`config.mk`:
```
export PLATFORM = sky130hd
export DESIGN_NAME = keysched_serial
export DESIGN_NICKNAME = d
export VERILOG_FILES = /design/src/rtl/keysched_pkg.sv /design/src/rtl/keysched_ctrl.sv /design/src/rtl/keysched_dp.sv /design/src/rtl/keysched_serial.sv
export SDC_FILE = /design/constraint.sdc
export NUM_CORES = 1
export LEC_CHECK = 0
export BUFFER_PORTS_ARGS = -buffer_cell sky130_fd_sc_hd__buf_4
export CAP_MARGIN = 20
export CELL_PAD_IN_SITES_DETAIL_PLACEMENT = 1
export CELL_PAD_IN_SITES_GLOBAL_PLACEMENT = 1
export CORE_AREA = 4 4 183 185
export DETAILED_ROUTE_END_ITERATION = 10
export DIE_AREA = 0 0 187 189
export PLACE_DENSITY = 0.65
export SLEW_MARGIN = 20
export SYNTH_ARGS = -nofsm -noshare
export SYNTH_HDL_FRONTEND = slang
export SYNTH_SLANG_ARGS = --single-unit
```
`constraint.sdc`:
```
create_clock -name clk -period 3.5 [get_ports clk]
set_clock_uncertainty 0.15 [all_clocks]
set_input_delay 0.35 -clock clk [delete_from_list [all_inputs] [get_ports clk]]
set_output_delay 0.35 -clock clk [all_outputs]
set_load 0.02 [all_outputs]
```
`src/rtl/keysched_pkg.sv`:
```
package keysched_pkg;

  typedef enum logic [1:0] {
    KW2 = 2'd0,
    KW3 = 2'd1,
    KW4 = 2'd2
  } kwMode_e;

  // Strobes from the sequencer to the word stores
  typedef struct packed {
    logic       shift;     // move every store by one bit
    logic       load;      // top store takes the serial key bit
    logic       capTop;    // capture a low bit of the top word
    logic [1:0] capIdx;    // slot for that capture
    logic       capK1;     // capture bit 0 of the second word
    logic       useTail3;  // rotr3 tap has wrapped
    logic       useTail4;  // rotr4 tap has wrapped
    logic       useTail1;  // rotr1 tap has wrapped
    logic [1:0] idx3;      // capture slot for rotr3 once wrapped
    logic [1:0] idx4;      // capture slot for rotr4 once wrapped
    logic       cBit;      // constant word bit for this position
  } ksStrobe_t;

  function automatic kwMode_e decodeMode(input logic [1:0] code);
    case (code)
      2'd0:    return KW2;
      2'd1:    return KW3;
      default: return KW4;
    endcase
  endfunction

  function automatic int unsigned wordLen(input logic [2:0] code);
    case (code)
      3'd0:    return 16;
      3'd1:    return 24;
      3'd2:    return 32;
      3'd3:    return 48;
      default: return 64;
    endcase
  endfunction

endpackage

```
`src/rtl/keysched_ctrl.sv`:
```
module keysched_ctrl
  import keysched_pkg::*;
#(
  parameter int MAXN = 64,
  localparam int IW = $clog2(MAXN)
) (
  input  logic          clk,
  input  logic          rstN,
  input  logic [2:0]    wordSel,
  input  logic          loadEn,
  input  logic          stepEn,
  input  logic          rcBit,
  output ksStrobe_t     stb,
  output logic [IW-1:0] lenM1,
  output logic [IW-1:0] bitIdx,
  output logic          lastBit
);

  logic [IW:0] idxW;
  logic [IW:0] lenW;
  logic        stepOnly;

  assign lenM1    = IW'(wordLen(wordSel) - 1);
  assign idxW     = {1'b0, bitIdx};
  assign lenW     = {1'b0, lenM1};
  assign stepOnly = stepEn && !loadEn;
  assign lastBit  = stepOnly && (bitIdx == lenM1);

  always_ff @(posedge clk or negedge rstN) begin
    if (!rstN) begin
      bitIdx <= '0;
    end else if (loadEn) begin
      bitIdx <= '0;
    end else if (stepEn) begin
      bitIdx <= (bitIdx == lenM1) ? '0 : bitIdx + 1'b1;
    end
  end

  // Widths are multiples of 4, so wrapped capture slots are the low two bits
  always_comb begin
    stb          = '0;
    stb.shift    = loadEn || stepEn;
    stb.load     = loadEn;
    stb.capTop   = stepOnly && (bitIdx < IW'(4));
    stb.capIdx   = bitIdx[1:0];
    stb.capK1    = stepOnly && (bitIdx == '0);
    stb.useTail3 = (idxW + (IW+1)'(3)) > lenW;
    stb.useTail4 = (idxW + (IW+1)'(4)) > lenW;
    stb.useTail1 = (bitIdx == lenM1);
    stb.idx3     = bitIdx[1:0] + 2'd3;
    stb.idx4     = bitIdx[1:0];
    if (bitIdx == '0)          stb.cBit = rcBit;
    else if (bitIdx == IW'(1)) stb.cBit = 1'b0;
    else                       stb.cBit = 1'b1;
  end

endmodule

```
`src/rtl/keysched_dp.sv`:
```
module keysched_dp
  import keysched_pkg::*;
#(
  parameter int MAXN = 64,
  localparam int IW = $clog2(MAXN),
  localparam int NSTORE = 4
) (
  input  logic          clk,
  input  logic          rstN,
  input  ksStrobe_t     stb,
  input  kwMode_e       mode,
  input  logic [IW-1:0] lenM1,
  input  logic          loadBit,
  output logic          keyBit
);

  logic [NSTORE-1:0][MAXN-1:0] st;
  logic [NSTORE-1:0]           inBit;
  logic [3:0]                  tailTop;
  logic                        tailK1;
  logic                        rot3, rot4, rot1K1, mixK1, newBit;

  // Stores 0 and 3 always used; 2 joins for three words; 1 for four
  always_comb begin
    inBit[3] = stb.load ? loadBit : newBit;
    inBit[2] = st[3][0];
    inBit[1] = st[2][0];
    case (mode)
      KW2:     inBit[0] = st[3][0];
      KW3:     inBit[0] = st[2][0];
      default: inBit[0] = st[1][0];
    endcase
  end

  for (genvar g = 0; g < NSTORE; g++) begin : gStore
    logic [MAXN-1:0] nx;
    logic [MAXN-1:0] q;
    always_comb begin
      nx        = {1'b0, q[MAXN-1:1]};
      nx[lenM1] = inBit[g];
    end
    always_ff @(posedge clk or negedge rstN) begin
      if (!rstN)          q <= '0;
      else if (stb.shift) q <= nx;
    end
    assign st[g] = q;
  end

  always_ff @(posedge clk or negedge rstN) begin
    if (!rstN) begin
      tailTop <= '0;
      tailK1  <= 1'b0;
    end else begin
      if (stb.capTop) tailTop[stb.capIdx] <= st[3][0];
      if (stb.capK1)  tailK1 <= st[1][0];
    end
  end

  always_comb begin
    rot3   = stb.useTail3 ? tailTop[stb.idx3] : st[3][3];
    rot4   = stb.useTail4 ? tailTop[stb.idx4] : st[3][4];
    rot1K1 = stb.useTail1 ? tailK1 : st[1][1];
    mixK1  = (mode == KW4) ? (st[1][0] ^ rot1K1) : 1'b0;
    newBit = st[0][0] ^ rot3 ^ rot4 ^ mixK1 ^ stb.cBit;
  end

  assign keyBit = st[0][0];

endmodule

```
`src/rtl/keysched_serial.sv`:
```
module keysched_serial
  import keysched_pkg::*;
#(
  parameter int MAXN = 64,
  localparam int IW = $clog2(MAXN)
) (
  input  logic       clk,
  input  logic       rstN,
  input  logic [2:0] wordSel,
  input  logic [1:0] modeSel,
  input  logic       loadEn,
  input  logic       loadBit,
  input  logic       stepEn,
  input  logic       rcBit,
  output logic       keyBit,
  output logic       lastBit
);

  ksStrobe_t     stb;
  logic [IW-1:0] lenM1;
  logic [IW-1:0] bitIdx;
  kwMode_e       mode;

  assign mode = decodeMode(modeSel);

  keysched_ctrl #(.MAXN(MAXN)) u_ctl (
    .clk(clk), .rstN(rstN), .wordSel(wordSel), .loadEn(loadEn),
    .stepEn(stepEn), .rcBit(rcBit), .stb(stb), .lenM1(lenM1),
    .bitIdx(bitIdx), .lastBit(lastBit)
  );

  keysched_dp #(.MAXN(MAXN)) u_dp (
    .clk(clk), .rstN(rstN), .stb(stb), .mode(mode), .lenM1(lenM1),
    .loadBit(loadBit), .keyBit(keyBit)
  );

endmodule

```
Word-level counts from Yosys, hierarchy flattened
Index checks and enable logic that the tools add are counted. W data, S select, Z words.

Register bits after elaboration: 267. Bits of input ports: 11. Word-level logic and storage cells: 72.

Add/subtract/negate cells: 5. Order comparisons: 8. Eq/ne operators: 8. Muxes and demuxes: 26. Bitwise gates (word level): 5. Reduce and logical (&&, ||, !) cells: 13.

Operators with widths (number): $bwmux W64 (4); $pmux W6 S4 (1); $mux W6 (3); $gt A7 B6 Y1 (2); $mux W1 (11); $add A6 B2 Y7 const B (1); $add A6 B3 Y7 const B (1); $lt A6 B7 Y1 const B (1); $add A6 B1 Y6 const B (1); $demux W1 S6 (1); $eq A3 B2 Y1 const B (2); $eq A6 B1 Y1 const B (1); $eq A6 B6 Y1 (1); $ge A6 B1 Y1 const B (1); $logic_and A1 B1 Y1 (6); $logic_not A6 Y1 (1); $lt A2 B3 Y1 const B (2); $lt A6 B3 Y1 const B (1); $sub A6 B1 Y6 const B (1); $xor A1 B1 Y1 (5); $bmux W1 S2 (2); $bwmux W4 (1); $eq A2 B1 Y1 const B (2); $logic_not A2 Y1 (2); 11 further kinds (11).

Depth between registers and ports, before layout
Depth in word-level cells: 11. Depth in mapped cells: 14. Gate-level depth less buffers: 13.

Hierarchy
A second synthesis with hierarchy kept.

Cell total of the unflattened synthesis: 1499. Area, all modules: 13274.0 µm².

By module, submodules not included: keysched_dp (times used 1, cells each 1378, area an instance 12309.3 µm², seq. area each 6531.3 µm²); keysched_ctrl (times used 1, cells each 119, area an instance 954.7 µm², seq. area each 150.1 µm²); keysched_serial (times used 1, cells each 2, area an instance 10.0 µm², seq. area each 0.0 µm²).

Worst setup path after synthesis
Ideal clock, no wire load.

Kind: in2reg. Start point: input wordSel[1]. End point: register u_dp.gStore[3].q[39]. Data arrival time: 3249 ps. Data required time: 3257 ps. Slack: 8 ps. Cell stages on the path: 13. Path buffers: 1. Path through: or3_1 > buf_2 > ha_1 > xor2_1 > inv_1 > ha_1 > nand2_1 > o41ai_1 > o211ai_1 > a21oi_1 > mux2i_1 > xnor3_2 > o31ai_2.

Longest elaborated chain between the ends: 11.

Ends and longest elaborated chain: start, declared (RTL line keysched_serial.sv:9) `input logic [2:0] wordSel,`; $eq A3 B2 Y1 (tied with other cells) (RTL line keysched_pkg.sv:33) `case (code)`; $pmux W6 S4 (*) (RTL line keysched_pkg.sv:33); $sub A6 B1 Y6 (*) (RTL line keysched_ctrl.sv:23) `assign lenM1 = IW'(wordLen(wordSel) - 1);`; $gt A7 B6 Y1 / $eq A6 B6 Y1 (equally long branches) (RTL line keysched_ctrl.sv:47, keysched_ctrl.sv:49); $mux W1 (on tied branches) (RTL line keysched_dp.sv:60, keysched_dp.sv:62); $xor A1 B1 Y1 (on tied branches) (RTL line keysched_dp.sv:64, keysched_dp.sv:63); $xor A1 B1 Y1 / $mux W1 (equally long branches) (RTL line keysched_dp.sv:64, keysched_dp.sv:63); $xor A1 B1 Y1 (2 in series) (RTL line keysched_dp.sv:64) `newBit = st[0][0] ^ rot3 ^ rot4 ^ mixK1 ^ stb.cBit;`; $mux W1 (RTL line keysched_dp.sv:25) `inBit[3] = stb.load ? loadBit : newBit;`; $bwmux W64 (*) (RTL line keysched_dp.sv:40) `nx[lenM1] = inBit[g];`; end signal, assigned (RTL line keysched_dp.sv:44) `else if (stb.shift) q <= nx;`; end, declared (RTL line keysched_dp.sv:37) `logic [MAXN-1:0] q;`.

Mark *: on every way between the ends. The rest lies on a longest branch, timed or not. A chain may end at the register's enable or synchronous reset.

Worst setup path after layout
Start point: register u_ctl.bitIdx[2]. End point: register u_dp.gStore[3].q[55].

Longest elaborated chain between the ends: 9.

Ends and longest elaborated chain: start, declared (RTL line keysched_ctrl.sv:15) `output logic [IW-1:0] bitIdx,`; start signal, assigned (RTL line keysched_ctrl.sv:35) `bitIdx <= (bitIdx == lenM1) ? '0 : bitIdx + 1'b1;`; $add A6 B2 Y7 (RTL line keysched_ctrl.sv:47) `stb.useTail3 = (idxW + (IW+1)'(3)) > lenW;`; $gt A7 B6 Y1 (RTL line keysched_ctrl.sv:47); $mux W1 (RTL line keysched_dp.sv:60) `rot3 = stb.useTail3 ? tailTop[stb.idx3] : st[3][3];`; $xor A1 B1 Y1 (3 in series) (RTL line keysched_dp.sv:64); $xor A1 B1 Y1 (*) (RTL line keysched_dp.sv:64); $mux W1 (*) (RTL line keysched_dp.sv:25); $bwmux W64 (*) (RTL line keysched_dp.sv:40).

Marked as above.

==> flow_metrics.py <==
metrics = {
    "floorplan": {
        "rows": 66,
        "die_height_um": 189,
        "num_io_pins": 13,
        "dieArea_um2": 35300,
        "core-area_um2": 32000,
        "die_w_um": 187,
        "initial_core_util_pct": 34.6,
    },
    "place": {
        "gp_congestion": 0.804,
        "io_buffers": 12,
        "pre_cts_ws_ps": -76.8,
        "dp_hpwl_mm": 14.7,
        "dp.cells": 1624,
    },
    "detailed_routing": {
        "wl_met3_um": 608,
        "routed_wire_length_per_instance_um": 14.3,
        "postRouteWirelength_mm": 24.0,
        "via_per_inst": 4.77,
        "route.top_layer_used": "met4",
        "drc": 0,
        "num_vias": 8002,
        "wl_met2_mm": 11.4,
        "drt-met1-wl_mm": 11.5,
        "antenna_left": 0,
        "dr.pass1.iters": 4,
        "drt_iter0_drc": 434,
    },
    "timing": {
        "setup_slack_ps": 351,
        "slew_violations": 0,
        "maxSlewHeadroom_pct": 49.1,
        "setup_viol": 0,
        "hold_slack_ps": 114,
        "rsz0062_at_grt": "no",
        "period_needed_ps": 3150,
        "max_freq_ghz": 0.318,
        "period_share_pct": 90.0,
        "tightest_slew_ps": 759,
        "hold_violations": 0,
    },
    "synthesis": {
        "syn-num-nets": 1269,
        "async_flop_share_pct": 100,
        "syn_area_um2": 11100,
        "ys_seq_area_share_pct": 60.3,
        "post_synth_main_area_contributors": "dfrtp_1 (60%), nand2_1 (25%), clkbuf_1 (2.2%)",
        "yosysTopAreaCell": "dfrtp_1",
        "synthFlopType": "dfrtp_1",
        "ys_seq_elements": 267,
        "syn_avg_cell_area_um2": 8.90,
        "yosys_warnings": 0,
        "synth_cell_types": 48,
        "syn_inst": 1246,
        "yosysTopAreaCellShare_pct": 60.3,
        "synth-edff-count": 0,
    },
    "cells_and_area": {
        "most-common-layout-cells": "nand2_1 (726), dfrtp_1 (267), o21ai_0 (32), clkbuf_16 (29), buf_4 (29)",
        "drive_gt1_share_pct": 8.75,
        "final_common_cell": "nand2_1",
        "post_layout_nonfiller_instances": 1677,
        "area_delta_synth_final_pct": 15.0,
        "antennaDiodeCount": 0,
        "nNetsFinal": 1273,
    },
    "clock_tree": {
        "cts-buffers-inserted": 29,
        "cts_buffer_depth": 3,
        "cts_tree": "yes",
        "cts_setup_buffers": 0,
        "cts_max_level": 1,
        "path_clk_slew_ps": 60,
        "worstSkewPairLatency_ps": 530,
        "cts-resized-gates": 0,
        "clock_sinks": 267,
        "clockRootBuffer": "clkbuf_16",
    },
    "power_and_ir_drop": {
        "powerDensity_nw_per_um2": 569,
        "worst_ir_drop_vdd_mv": 0.298,
        "power_mw": 7.26,
        "leakage_nw": 6.90,
    },
    "worst_setup_path": {
        "crit_start": "u_ctl.bitIdx[2]$_DFFE_PN0P_",
        "r2r-start": "u_ctl.bitIdx[2]$_DFFE_PN0P_",
        "crit_fanout": 8,
        "required_ps": 3790,
        "path_class": "reg -> reg",
        "worst_ep_arrival_time_ps": 3440,
        "start_kind": "flip-flop",
        "cp-end-kind": "flip-flop",
    },
    "global_routing": {
        "gr-usage-all-layers_pct": 13.9,
        "grt_start_max_net_pins": 95,
        "grt_pass1_wl_mm": 42.5,
        "antenna_found_initial": 0,
        "grt_pass1_vias": 8541,
        "grt_overflow": 0,
    },
    "hold_path": {
        "min_path_type": "in -> reg",
        "hp-start": "stepEn",
    },
    "outcome": {
        "status": "completed",
    },
    "job": {
        "cap_viol_max_count": 0,
    },
}
## per-layer routing
layer / GRT usage (%) / vias to the layer above
met3: 1.92 / 37
li1: - / 3890
met1: 19.3 / 4016
met5: 0 / -
met2: 23.6 / 59
met4: 2.93 / 0
## cells in the mapped netlist, drive strengths merged (2+ instances only)
library cell    n
a21oi           9
a22o            3
a31oi           4
and3            5
buf             4
clkbuf         64
dfrtp         267
ha             12
inv             9
mux2            5
mux2i          22
mux4            2
nand2         726
nand2b          3
nand3          12
nand4           3
nor2            6
nor2b           4
nor3            2
o211ai          4
o21ai          38
o31ai           4
o41ai           3
or2             4
xnor2          10
xnor3           2
xor2            6
## per-stage QoR
step / util (%) / TNS [ps] / cell area, um2
3_5_place_dp: 36.6 / -232 / 11700
3_3_place_gp: 36.6 / -115 / 11700
6_report: 39.8 / 0 / 12700
2_1_floorplan: - / 0 / 11100
4_1_cts: 39.8 / 0 / 12700
5_1_grt: 39.8 / 0 / 12700
## worst max-delay path, stage by stage (launching register included)
cell,delay [ps]
dfrtp_1,480
and3_1,220
o21ai_0,110
xnor2_1,170
ha_1,330
nand2_1,60
o41ai_1,300
o211ai_1,140
a21oi_1,200
mux2i_1,250
xnor3_2,460
o31ai_2,210
## state kept, by name, indices dropped and copies added, names as in the netlist
signal         cells
u_ctl.bitIdx       6
u_dp.gStore.q    256
u_dp.tailK1        1
u_dp.tailTop       4
## repair_timing
item / CTS / global route
hold buffers: 3 / 0
hold endpoints to repair: 64 / 0
setup endpoints to repair: 0 / 0
## worst paths after layout
kind / to / slack [ps] / depth (start not counted)
min in group asynchronous: u_dp.gStore[3].q[28]$_DFFE_PN0P_ / 200 / 2
worst min register to register: u_dp.gStore[0].q[7]$_DFFE_PN0P_ / 310 / 2
worst max register to register: u_dp.gStore[3].q[55]$_DFFE_PN0P_ / 350 / 11
max in group asynchronous: u_dp.gStore[1].q[35]$_DFFE_PN0P_ / 2060 / 3
worst min-delay path: u_ctl.bitIdx[2]$_DFFE_PN0P_ / 110 / 4
worst max-delay path: u_dp.gStore[3].q[55]$_DFFE_PN0P_ / 350 / 11
## where the power goes
group	switching [mW]	internal (mW)	total [mW]	leakage, nW
Combinational	0.402	0.224	0.625	2.73
Clock	1.21	1.89	3.11	0.483
Sequential	0.169	3.36	3.53	3.69
Total	1.78	5.48	7.26	6.90
## cell type report
class / count / area [um2]
clock buffers: 39 / 843
clock inverters: 11 / 135
fillers: 3698 / 19300
inverters: 10 / 42.5
multi-input cells: 901 / 4110
flip-flops and latches: 267 / 6680
well taps: 408 / 510
repair buffers: 41 / 423
## cells by family (layout without fill, tap and decap cells)
kind of cell	after synthesis	in the layout	share of synthesized area [%]
flip-flops	267	267	60.3
XOR/XNOR	18	18	1.75
buffers and inverters	78	101	2.71
multiplexers	29	29	2.90
AO/OA/AOI/OAI	73	73	4.20
AND/OR/NAND/NOR	769	769	26.8
adder cells (fa/ha/maj)	12	12	1.35
Power figures use the tool's default switching activity.
